[config.mk]
export PLATFORM = sky130hd
export DESIGN_NAME = scramble_core
export DESIGN_NICKNAME = d
export VERILOG_FILES = /design/src/rtl/scram_pkg.sv /design/src/rtl/scram_key_hold.sv /design/src/rtl/scram_lfsr.sv /design/src/rtl/scram_xor_out.sv /design/src/rtl/scramble_core.sv
export SDC_FILE = /design/constraint.sdc
export NUM_CORES = 1
export LEC_CHECK = 0
export BUFFER_PORTS_ARGS = -buffer_cell sky130_fd_sc_hd__buf_2
export CORE_MARGIN = 3
export CORE_UTILIZATION = 25
export DETAILED_ROUTE_END_ITERATION = 7
export HOLD_SLACK_MARGIN = 0.08
export SLEW_MARGIN = 40
export SYNTH_ARGS = -nofsm -noshare
export SYNTH_HDL_FRONTEND = slang
export SYNTH_SLANG_ARGS = --single-unit
[constraint.sdc]
create_clock -name clk -period 2.5 [get_ports clk]
set_input_delay 0.25 -clock clk [delete_from_list [all_inputs] [get_ports clk]]
set_output_delay 0.25 -clock clk [all_outputs]
set_load 0.01 [all_outputs]
[src/rtl/scram_pkg.sv]
`timescale 1ns/1ps
package scram_pkg;
  parameter int LFSR_W = 11;
  parameter int KEY_W  = 8;
  parameter int TAP_HI = LFSR_W - 1;   // x^11 term: output / feedback
  parameter int TAP_LO = 8;            // x^9 term
  localparam int PAD_W = LFSR_W - KEY_W;

  typedef logic [LFSR_W-1:0] lfsr_t;
  typedef logic [KEY_W-1:0]  key_t;

  // One Fibonacci step of x^11 + x^9 + 1
  function automatic lfsr_t lfsr_advance(input lfsr_t s);
    return {s[LFSR_W-2:0], s[TAP_HI] ^ s[TAP_LO]};
  endfunction

  // Seed: pad of 0..01 above the key, never zero
  function automatic lfsr_t seed_from_key(input key_t k);
    logic [PAD_W-1:0] pad;
    pad = {{(PAD_W-1){1'b0}}, 1'b1};
    return {pad, k};
  endfunction

  function automatic logic key_is_off(input key_t k);
    return (k == '0);
  endfunction
endpackage

[src/rtl/scram_key_hold.sv]
`timescale 1ns/1ps
module scram_key_hold
  import scram_pkg::*;
(
  input  logic clk,
  input  logic rst_n,
  input  logic key_wr,
  input  key_t key_wdata,
  input  logic resync,
  output key_t key_q,
  output key_t active_key_q,
  output logic eff_bypass
);
  key_t eff_key;

  // A resync this cycle already uses the stored key
  assign eff_key    = resync ? key_q : active_key_q;
  assign eff_bypass = key_is_off(eff_key);

  always_ff @(posedge clk or negedge rst_n) begin
    if (!rst_n) begin
      key_q        <= '0;
      active_key_q <= '0;
    end else begin
      if (key_wr) key_q <= key_wdata;
      active_key_q <= eff_key;
    end
  end
endmodule

[src/rtl/scram_lfsr.sv]
`timescale 1ns/1ps
module scram_lfsr
  import scram_pkg::*;
(
  input  logic  clk,
  input  logic  rst_n,
  input  logic  resync,
  input  logic  step_en,
  input  key_t  seed_key,
  output lfsr_t state_q,
  output logic  key_bit
);
  lfsr_t base_state;

  assign base_state = resync ? seed_from_key(seed_key) : state_q;
  assign key_bit    = base_state[TAP_HI];

  always_ff @(posedge clk or negedge rst_n) begin
    if (!rst_n)       state_q <= seed_from_key('0);
    else if (step_en) state_q <= lfsr_advance(base_state);
    else              state_q <= base_state;
  end
endmodule

[src/rtl/scram_xor_out.sv]
`timescale 1ns/1ps
module scram_xor_out (
  input  logic clk,
  input  logic rst_n,
  input  logic din_valid,
  input  logic din,
  input  logic key_bit,
  input  logic bypass,
  output logic dout_valid,
  output logic dout
);
  logic mask;
  assign mask = key_bit & ~bypass;

  always_ff @(posedge clk or negedge rst_n) begin
    if (!rst_n) begin
      dout_valid <= 1'b0;
      dout       <= 1'b0;
    end else begin
      dout_valid <= din_valid;
      dout       <= din_valid ? (din ^ mask) : 1'b0;
    end
  end
endmodule

[src/rtl/scramble_core.sv]
`timescale 1ns/1ps
module scramble_core
  import scram_pkg::*;
(
  input  logic       clk,
  input  logic       rst_n,
  input  logic       key_wr,
  input  logic [7:0] key_wdata,
  input  logic       resync,
  input  logic       din_valid,
  input  logic       din,
  output logic       dout_valid,
  output logic       dout
);
  // Named internal events, brought out for the checker
  key_t  key_q;
  key_t  active_key_q;
  logic  eff_bypass;
  lfsr_t state_q;
  logic  key_bit;

  scram_key_hold u_key (
    .clk(clk), .rst_n(rst_n), .key_wr(key_wr), .key_wdata(key_wdata),
    .resync(resync), .key_q(key_q), .active_key_q(active_key_q),
    .eff_bypass(eff_bypass)
  );

  scram_lfsr u_gen (
    .clk(clk), .rst_n(rst_n), .resync(resync), .step_en(din_valid),
    .seed_key(key_q), .state_q(state_q), .key_bit(key_bit)
  );

  scram_xor_out u_out (
    .clk(clk), .rst_n(rst_n), .din_valid(din_valid), .din(din),
    .key_bit(key_bit), .bypass(eff_bypass),
    .dout_valid(dout_valid), .dout(dout)
  );
endmodule

### Yosys cells after proc, flatten, opt, wreduce, memory -nomap -nowiden

Index checks and enable logic that the tools add are counted.

| operators by class | value |
|---|---|
| mux-type cells | 4 |
| bitwise gates (word level) | 4 |
| reductions and logical operators | 1 |

Operators with widths:

| kind | count |
|---|---|
| 11-bit two-way mux | 2 |
| 8-bit zero test | 1 |
| 8-bit two-way mux | 1 |
| 1-bit XOR | 2 |
| 1-bit AND | 1 |
| 1-bit two-way mux | 1 |
| 1-bit NOT | 1 |

| word-level totals | value |
|---|---|
| flip-flop bits (word level) | 29 |
| logic and storage cells | 14 |

### Longest topological paths before layout

Gate-level depths: netlist of the first run.

| logic depth | value |
|---|---|
| depth in word-level cells | 6 |
| mapped depth | 6 |

### Modules after synthesis

From an unflattened synthesis of the first run, not the netlist that was laid out.

| second synthesis, totals | value |
|---|---|
| cells, all modules | 84 |
| area, all modules | 1323.8 um^2 |

By module, submodules not included:

| module | instances | cells each | area each (um^2) | seq. area each (um^2) |
|---|---|---|---|---|
| scram_key_hold | 1 | 42 | 680.7 | 400.4 |
| scram_lfsr | 1 | 36 | 566.8 | 276.5 |
| scram_xor_out | 1 | 6 | 76.3 | 50.0 |

### Worst setup path before layout of the first run

Ideal clock, no wire load.

| path | value |
|---|---|
| path type | input -> register |
| start point | in resync |
| end point | reg u_gen.state_q[4] |
| setup time | 0.138 ns |
| data arrival time | 0.945 ns |
| required time | 2.362 ns |
| slack | 1.416 ns |
| cell stages on the path | 3 |
| buffers on the path | 2 |
| cell sequence | buf_6 > buf_12 > mux4_2 |

| on the way | value |
|---|---|
| longest elaborated chain between the ends | 2 |

RTL lines:

| item | RTL line | text |
|---|---|---|
| start: declaration | scramble_core.sv:9 | `input logic resync,` |
| 11-bit two-way mux | scram_lfsr.sv:15 | `assign base_state = resync ? seed_from_key(seed_key) : state_q;` |
| 11-bit two-way mux | scram_lfsr.sv:20 | `else if (step_en) state_q <= lfsr_advance(base_state);` |
| end signal: assignment | scram_lfsr.sv:19 | `if (!rst_n) state_q <= seed_from_key('0);` |
| end signal: assignment | scram_lfsr.sv:20 |  |
| end signal: assignment | scram_lfsr.sv:21 | `else state_q <= base_state;` |
| end: declaration | scram_lfsr.sv:10 | `output lfsr_t state_q,` |

Every way passes these cells.
A chain may end at the register's enable or synchronous reset.

### Final worst setup path of the first run

| path | value |
|---|---|
| start point | reg u_key.active_key_q[6] |
| end point | reg u_out.dout |

| on the way | value |
|---|---|
| longest elaborated chain between the ends | 6 |

RTL lines:

| item | RTL line | text |
|---|---|---|
| start: declaration | scram_key_hold.sv:11 | `output key_t active_key_q,` |
| start signal: assignment | scram_key_hold.sv:26 | `active_key_q <= eff_key;` |
| 8-bit two-way mux | scram_key_hold.sv:17 | `assign eff_key = resync ? key_q : active_key_q;` |
| 8-bit zero test | scram_pkg.sv:25 | `return (k == '0);` |
| 1-bit NOT | scram_xor_out.sv:13 | `assign mask = key_bit & ~bypass;` |
| 1-bit AND | scram_xor_out.sv:13 |  |
| 1-bit XOR | scram_xor_out.sv:21 | `dout <= din_valid ? (din ^ mask) : 1'b0;` |
| 1-bit two-way mux | scram_xor_out.sv:21 |  |
| end signal: assignment | scram_xor_out.sv:21 |  |
| end: declaration | scram_xor_out.sv:10 | `output logic dout` |

Every way passes these cells.

==> results.sh, run 1 <==
export IMPL_status="finished, final reports clean"
export IMPL_post_synthesis_simple_gate_area_fraction_pct=3.774
export IMPL_critical_path_cell_chain="nor4_1 > a21oi_1 > mux2i_1"
export IMPL_launch_point_of_the_critical_path="u_key.active_key_q[6]$_DFF_PN0_"
export IMPL_worst_skew_pair_late_latency_ns=0.28
export IMPL_boundaryPins=16
export IMPL_netlist_area_leader_share_pct=55.61
export IMPL_post_synth_cell_area_avg_sq_um=16.15
export IMPL_path_delay_family="flip-flops"
export IMPL_floorplan_die_area_sq_um=5927
export IMPL_tightest_slew_ns=0.6572
export IMPL_timing_setup_tns_ns=0
export IMPL_crit_end="u_out.dout$_DFF_PN0_"
export IMPL_grt_total_usage_pct=8.315
export IMPL_grt_antenna_before_repair=0
export IMPL_layout_worst_path_cycle_share_pct=45.84
export IMPL_drt_vias_per_instance=4.190
export IMPL_max_clock_path_buffers=2
export IMPL_synth_top_family_by_area="multiplexers"
export IMPL_cts_tree="yes"
export IMPL_hpwl_mm=1.443
export IMPL_antenna_cells=0
export IMPL_rr_worst_depth=3
export IMPL_syn_to_final_growth_pct=16.88
export IMPL_timing_max_transition_violations_final=0
export IMPL_cp_required_ns=2.67
export IMPL_drt_drc_violations_left=0
export IMPL_yosysWarnings=0
export IMPL_ys_seq_area_share_pct=57.70
export IMPL_synth_compound_area_share_pct=2.284
export IMPL_critical_path_cell_count=3
export IMPL_clock_root_buffer_master="sky130_fd_sc_hd__clkbuf_8"
export IMPL_fin_cells=163
export IMPL_p_int_uw=867.3
export IMPL_slew_headroom_pct=56.19
export IMPL_die_y_microns=76.99
export IMPL_layout_filler_cells=480
export IMPL_vdd_ir_drop_worst_v=0.0003780
export IMPL_coreArea_sq_um=4786
export IMPL_post_route_util_pct=30.77
export IMPL_avgRoutedWirePerCell_microns=13.17
export IMPL_sequentialPowerShare_pct=50.6
export IMPL_cpPeakStageDelay_ns=0.37
export IMPL_min_delay_path_class="in2reg"
export IMPL_worstSetupPathType="reg2reg"
export IMPL_timing_final_hold_violations=0
export IMPL_cell_with_the_largest_stage_delay_on_the_worst_path="sky130_fd_sc_hd__dfrtp_1"
export IMPL_buffer_ports_inserted=15
export IMPL_fin_skew_ns=0.006263
export IMPL_synth_seq_cells=29
export IMPL_clock_sinks=29
export IMPL_multi_input_area_sq_um=475.5
export IMPL_post_synth_fa_ha_maj_area_fraction_pct=0
export IMPL_dp_cells=154
export IMPL_initial_util_pct=26.33
export IMPL_power_net_switching_uw=270.2
export IMPL_setup_viol=0
export IMPL_grt_ovfl_total=0
export IMPL_yosys_cell_types_count=17
export IMPL_biggest_area_consumer_among_synthesized_cells="sky130_fd_sc_hd__dfrtp_1"
export IMPL_initialDrtViolationCount=32
export IMPL_netlist_top_cells_area="sky130_fd_sc_hd__dfrtp_1 56%, sky130_fd_sc_hd__mux2_2 15%, sky130_fd_sc_hd__mux4_2 7.1%"
export IMPL_die_width_microns=76.99
export IMPL_timing_rr_end="u_out.dout$_DFF_PN0_"
export IMPL_cp_data_arrival_time_ns=1.31
export IMPL_drt_first_pass_iters=4
export IMPL_power_share_switching_pct=23.76
export IMPL_number_of_buffers_added_by_the_clock_tree_synthesis_step=5
export IMPL_row_count=25
export IMPL_num_nets_final=109
export IMPL_rsz_0062_raised_after_global_routing="false"
export IMPL_timing_critical_path_to_type="flop"
export IMPL_period_needed_ns=1.146
export IMPL_power_clock_fraction_pct=37.8
export IMPL_startpoint_type="flop"
export IMPL_largest_net_degree_at_the_start_of_global_routing=30
export IMPL_power_share_combinational_pct=11.6
export IMPL_clk_pin_slew_ns=0.07
export IMPL_critPathBufInv=0
export IMPL_wire_length_of_the_first_global_routing_pass_mm=3.636
export IMPL_timing_max_cap_violations=0
export IMPL_yosys_area_share_xor_xnor_pct=0.6951
export IMPL_maximum_clock_frequency_mhz=872.6
export IMPL_post_synth_instance_area_sq_um=1260
export IMPL_post_cts_resized=0
export IMPL_cts_max_level=2
export IMPL_num_vias=683
export IMPL_p_per_area_nw_per_um2=772.4
export IMPL_synth_fp_nets=92
export IMPL_wirelength_mm=2.146
export IMPL_cts_repair_timing_setup_buffer_count=0
export IMPL_worst_r2r_setup_slack_ns=1.35
export IMPL_power_static_leakage_nw=0.6280
export IMPL_detail_route_antenna_nets=0
export IMPL_grt_pass1_vias=734
export IMPL_synth_mux_area_fraction_pct=30.98
export IMPL_gpl_wtd_cong=0.6997
export IMPL_crit_reg2reg_launch="u_key.active_key_q[6]$_DFF_PN0_"
export IMPL_syn_instance_count=78
export IMPL_seq_area_sq_um=726.9
export IMPL_highest_fanout_seen_on_the_critical_path=2
export IMPL_drive_gt1_share_pct=46.88
-- layer usage --
metal	global-route usage, %	wire length [microns]	vias to the layer above
met3	4.108	128	5
met5	0	0	-
met2	11.50	975	15
met1	10.41	1010	342
li1	-	-	321
met4	4.804	31	0
-- registers in the layout (all words and copies together) (netlist names) --
| signal | count |
|---|---|
| u_out.dout | 1 |
| u_out.dout_valid | 1 |
| u_gen.state_q | 11 |
| u_key.key_q | 8 |
| u_key.active_key_q | 8 |
-- cell type report --
class	count	area share, %
Clock buffer	7	6.542
Clock inverter	1	0.3398
Multi-Input combinational cell	43	32.29
Sequential cell	29	49.36
Tap cell	67	5.692
Timing Repair Buffer	16	5.777
-- worst min path at each step --
stage	startpoint	endpoint	cells after the start
floorplan	rst_n	u_gen.state_q[0]$_DFF_PN0_	0
global placement	rst_n	u_key.key_q[5]$_DFFE_PN0P_	1
detailed placement	rst_n	u_key.key_q[5]$_DFFE_PN0P_	1
CTS	key_wdata[0]	u_key.key_q[0]$_DFFE_PN0P_	2
global route	key_wdata[0]	u_key.key_q[0]$_DFFE_PN0P_	2
finish	key_wdata[0]	u_key.key_q[0]$_DFFE_PN0P_	2
-- cells in the mapped netlist --
master,instances
sky130_fd_sc_hd__a21oi_1,1
sky130_fd_sc_hd__buf_2,3
sky130_fd_sc_hd__nand2_1,4
sky130_fd_sc_hd__nor2_1,2
sky130_fd_sc_hd__xor2_1,1
sky130_fd_sc_hd__dfrtp_1,28
sky130_fd_sc_hd__mux2_2,17
sky130_fd_sc_hd__mux4_2,4
sky130_fd_sc_hd__nand2b_1,2
sky130_fd_sc_hd__buf_12,1
sky130_fd_sc_hd__buf_6,2
sky130_fd_sc_hd__o22a_1,1
sky130_fd_sc_hd__mux4_1,3
sky130_fd_sc_hd__o21ai_0,3
sky130_fd_sc_hd__mux2i_1,3
sky130_fd_sc_hd__dfstp_2,1
sky130_fd_sc_hd__nor4_1,2
-- cell usage in the layout, fill, tap and decap left out --
master,netlist,routed
sky130_fd_sc_hd__nor2_1,2,2
sky130_fd_sc_hd__nand2b_1,2,2
sky130_fd_sc_hd__nor4_1,2,2
sky130_fd_sc_hd__o22a_1,1,1
sky130_fd_sc_hd__o21ai_0,3,3
sky130_fd_sc_hd__nand2_1,4,4
sky130_fd_sc_hd__xor2_1,1,1
sky130_fd_sc_hd__dlygate4sd3_1,0,1
sky130_fd_sc_hd__mux2_2,17,17
sky130_fd_sc_hd__dfrtp_1,28,28
sky130_fd_sc_hd__mux4_1,3,3
sky130_fd_sc_hd__buf_2,3,15
sky130_fd_sc_hd__mux2i_1,3,3
sky130_fd_sc_hd__mux4_2,4,4
sky130_fd_sc_hd__a21oi_1,1,1
sky130_fd_sc_hd__clkbuf_8,0,7
sky130_fd_sc_hd__dfstp_2,1,1
sky130_fd_sc_hd__clkinv_2,0,1
-- worst reg2reg max path, delay by kind of cell, from the launching register on --
| family | cells | cell delay, ns |
|---|---|---|
| muxes | 1 | 0.13 |
| AOI/OAI and AO/OA | 1 | 0.16 |
| and+or+nand+nor | 1 | 0.37 |
| DFF | 1 | 0.37 |
-- per-stage QoR --
| stage | worst slack (ns) | cell area, sq um | hold WS, ns | total power, mW |
|---|---|---|---|---|
| after global placement | 1.114 | 1361 | 0.3069 | 0.7088 |
| after detailed placement | 1.077 | 1361 | 0.3175 | 0.7181 |
| after CTS | 1.333 | 1473 | 0.1860 | 1.152 |
| after floorplan | 1.416 | 1260 | -0.04559 | 0.6765 |
| final | 1.354 | 1473 | 0.1951 | 1.138 |
| after global routing | 1.227 | 1473 | 0.1926 | 1.195 |
-- power groups by stage --
stage | sequential [mW] | combinational [mW] | clock (mW)
after detailed placement | 0.585 | 0.133 | 0
after global routing | 0.583 | 0.147 | 0.464
after floorplan | 0.569 | 0.107 | 0
final | 0.576 | 0.132 | 0.429
after global placement | 0.581 | 0.127 | 0
after CTS | 0.577 | 0.135 | 0.440
-- logic make-up after synthesis --
logic type	after synthesis
DFF	29
and+or+nand+nor	10
muxes	27
xor gates and xnor gates	1
AOI/OAI and AO/OA	5
buffers and inverters	6
-- what timing repair did --
| item | CTS | global route |
|---|---|---|
| endpoints found under the hold margin | 28 | 0 |
| setup endpoints to repair | 0 | 0 |
| hold buffers | 1 | 0 |
No activity file was read; power rests on OpenSTA's default activity.
==> inputs of run 2 (changes only) <==
Clock period 2.5 ns to 1 ns, I/O delays scaled along.
==> run 2 against run 1 <==
Against the previous run:
- the flow now finishes with violations (setup timing)
- register-to-register slack worse by 1.4 ns
- non-clock buffer count is 22 higher
- hold slack worse by 0.098 ns
- power grew to 2.8 times the previous value
- cell area is 15% higher
- count of clock-buffer cells in the layout is 1 lower
- flip-flop and latch count stayed put
- via count is 14% higher
- critical path type unchanged
==> results.sh, run 2 (same netlist as run 1, synthesis figures left out) <==
export IMPL_status="complete, but fails checks"
export IMPL_failed_checks="setup timing"
export IMPL_largest_net_degree_at_the_start_of_global_routing=19
export IMPL_timing_critical_path_to_type="flop"
export IMPL_boundaryPins=16
export IMPL_power_share_combinational_pct=14.1
export IMPL_drt_first_pass_iters=4
export IMPL_dp_cells=164
export IMPL_startpoint_type="flop"
export IMPL_drt_drc_violations_left=0
export IMPL_slew_headroom_pct=77.04
export IMPL_pre_cts_slack_ns=-0.1666
export IMPL_drt_vias_per_instance=4.205
export IMPL_layout_setup_ws_ns=-0.04226
export IMPL_grt_pass1_vias=848
export IMPL_register_with_the_most_flip_flops="u_gen.state_q"
export IMPL_cts_tree="yes"
export IMPL_wirelength_mm=2.463
export IMPL_number_of_buffers_added_by_the_clock_tree_synthesis_step=5
export IMPL_clk_pin_slew_ns=0.06
export IMPL_layout_common_cells="28 x sky130_fd_sc_hd__dfrtp_1, 17 x sky130_fd_sc_hd__mux2_2, 15 x sky130_fd_sc_hd__buf_2, 12 x sky130_fd_sc_hd__buf_4, 10 x sky130_fd_sc_hd__dlygate4sd3_1"
export IMPL_worst_skew_pair_late_latency_ns=0.29
export IMPL_rsz_0062_raised_after_global_routing="true"
export IMPL_setup_viol=5
export IMPL_clock_sinks=29
export IMPL_timing_max_cap_violations=0
export IMPL_period_needed_ns=1.042
export IMPL_avgRoutedWirePerCell_microns=13.31
export IMPL_hpwl_mm=1.691
export IMPL_antenna_cells=0
export IMPL_sequentialPowerShare_pct=45.8
export IMPL_grt_ovfl_total=0
export IMPL_dpl_cell_area_sq_um=1449
export IMPL_power_static_leakage_nw=0.7256
export IMPL_max_clock_path_buffers=2
export IMPL_timing_setup_tns_ns=-0.08385
export IMPL_power_clock_fraction_pct=40.1
export IMPL_grt_antenna_before_repair=0
export IMPL_floorplan_die_area_sq_um=5927
export IMPL_die_y_microns=76.99
export IMPL_cp_required_ns=1.16
export IMPL_initial_util_pct=26.33
export IMPL_gpl_wtd_cong=0.7230
export IMPL_num_nets_final=131
export IMPL_cp_data_arrival_time_ns=1.21
export IMPL_wire_length_of_the_first_global_routing_pass_mm=4.195
export IMPL_drive_gt1_share_pct=54.24
export IMPL_largest_register_ff_count=11
export IMPL_detail_route_antenna_nets=0
export IMPL_reg_largest_list="u_gen.state_q (11), u_key.active_key_q (8), u_key.key_q (8)"
export IMPL_post_route_util_pct=35.53
export IMPL_buffer_ports_inserted=15
export IMPL_coreArea_sq_um=4786
export IMPL_min_delay_path_class="in2reg"
export IMPL_syn_to_final_growth_pct=34.96
export IMPL_timing_final_hold_violations=0
export IMPL_power_share_switching_pct=22.86
export IMPL_layout_worst_path_cycle_share_pct=104.2
export IMPL_grt_total_usage_pct=9.254
export IMPL_highest_fanout_seen_on_the_critical_path=2
export IMPL_report_power_total_mw=3.169
export IMPL_timing_max_transition_violations_final=0
export IMPL_num_vias=778
export IMPL_p_int_mw=2.444
export IMPL_fin_cells=185
export IMPL_vdd_ir_drop_worst_v=0.0007912
export IMPL_fin_skew_ns=0.009172
export IMPL_die_width_microns=76.99
export IMPL_row_count=25
export IMPL_worstSetupPathType="reg2reg"
export IMPL_p_per_area_nw_per_um2=1864
export IMPL_layout_commonest_cell="sky130_fd_sc_hd__dfrtp_1"
export IMPL_clock_root_buffer_master="sky130_fd_sc_hd__clkbuf_8"
export IMPL_tightest_slew_ns=0.3444
export IMPL_power_net_switching_uw=724.2
export IMPL_initialDrtViolationCount=33
export IMPL_stdcell_area_sq_um=1700
export IMPL_hold_worst_slack_ns=0.09717
export IMPL_maximum_clock_frequency_mhz=959.5
export IMPL_cts_max_level=2
-- run 2: cell types whose count changed in the layout (fill, tap and decap cells not counted), sizes merged --
cell,change
dlygate4sd3,+9
bufinv,+1
clkinvlp,+1
buf,+13
clkbuf,-1
clkinv,-1
-- run 2: layout make-up --
type	instances	area, sq um
clock buffer	6	82.58
clock inverter	2	37.54
fill	475	3085
multi-input combinational	43	484.2
sequential	29	726.9
tap	67	83.83
timing repair buffer	38	285.3
-- run 2: critical path: stages, from the launching register on --
cell	delay, ns
sky130_fd_sc_hd__dfrtp_1	0.38
sky130_fd_sc_hd__nor4_2	0.29
sky130_fd_sc_hd__a21oi_1	0.12
sky130_fd_sc_hd__mux2i_1	0.13
-- run 2: per-layer routing --
metal	global-route usage (%)	part of all wire (%)	vias up	routed length, microns
li1	-	-	355	-
met2	13.33	47	21	1164
met4	4.270	2.2	0	54
met5	0	0	-	0
met3	3.638	4.3	6	106
met1	12.17	46	396	1138
-- run 2: timing repair --
action	4_1_cts	5_1_grt
pin swaps	0	2
setup buffers	2	1
hold buffers	10	0
gates cloned	0	0
endpoints found under the hold margin	38	0
endpoints found under the setup margin	7	9
gates resized for setup	6	1
-- run 2: path summary, 6_finish.rpt --
check	startpoint	end	slack, ns	depth (start not counted)
hold reg to reg	u_gen.state_q[9]$_DFF_PN0_	u_gen.state_q[9]$_DFF_PN0_	0.48	2
hold / removal	din	u_out.dout$_DFF_PN0_	0.1	3
setup / recovery	u_key.active_key_q[2]$_DFF_PN0_	u_out.dout$_DFF_PN0_	-0.04	3
setup reg to reg	u_key.active_key_q[2]$_DFF_PN0_	u_out.dout$_DFF_PN0_	-0.04	3
max in group asynchronous	rst_n	u_gen.state_q[6]$_DFF_PN0_	0.35	3
min in group asynchronous	rst_n	u_out.dout_valid$_DFF_PN0_	0.24	2
-- run 2: power by group through the flow --
| stage | clock (mW) | combinational, mW | sequential [mW] |
|---|---|---|---|
| after floorplan | 0 | 0.269 | 1.42 |
| after global placement | 0 | 0.382 | 1.45 |
| after detailed placement | 0 | 0.396 | 1.45 |
| after CTS | 1.32 | 0.445 | 1.45 |
| after global routing | 1.35 | 0.492 | 1.47 |
| final | 1.27 | 0.446 | 1.45 |
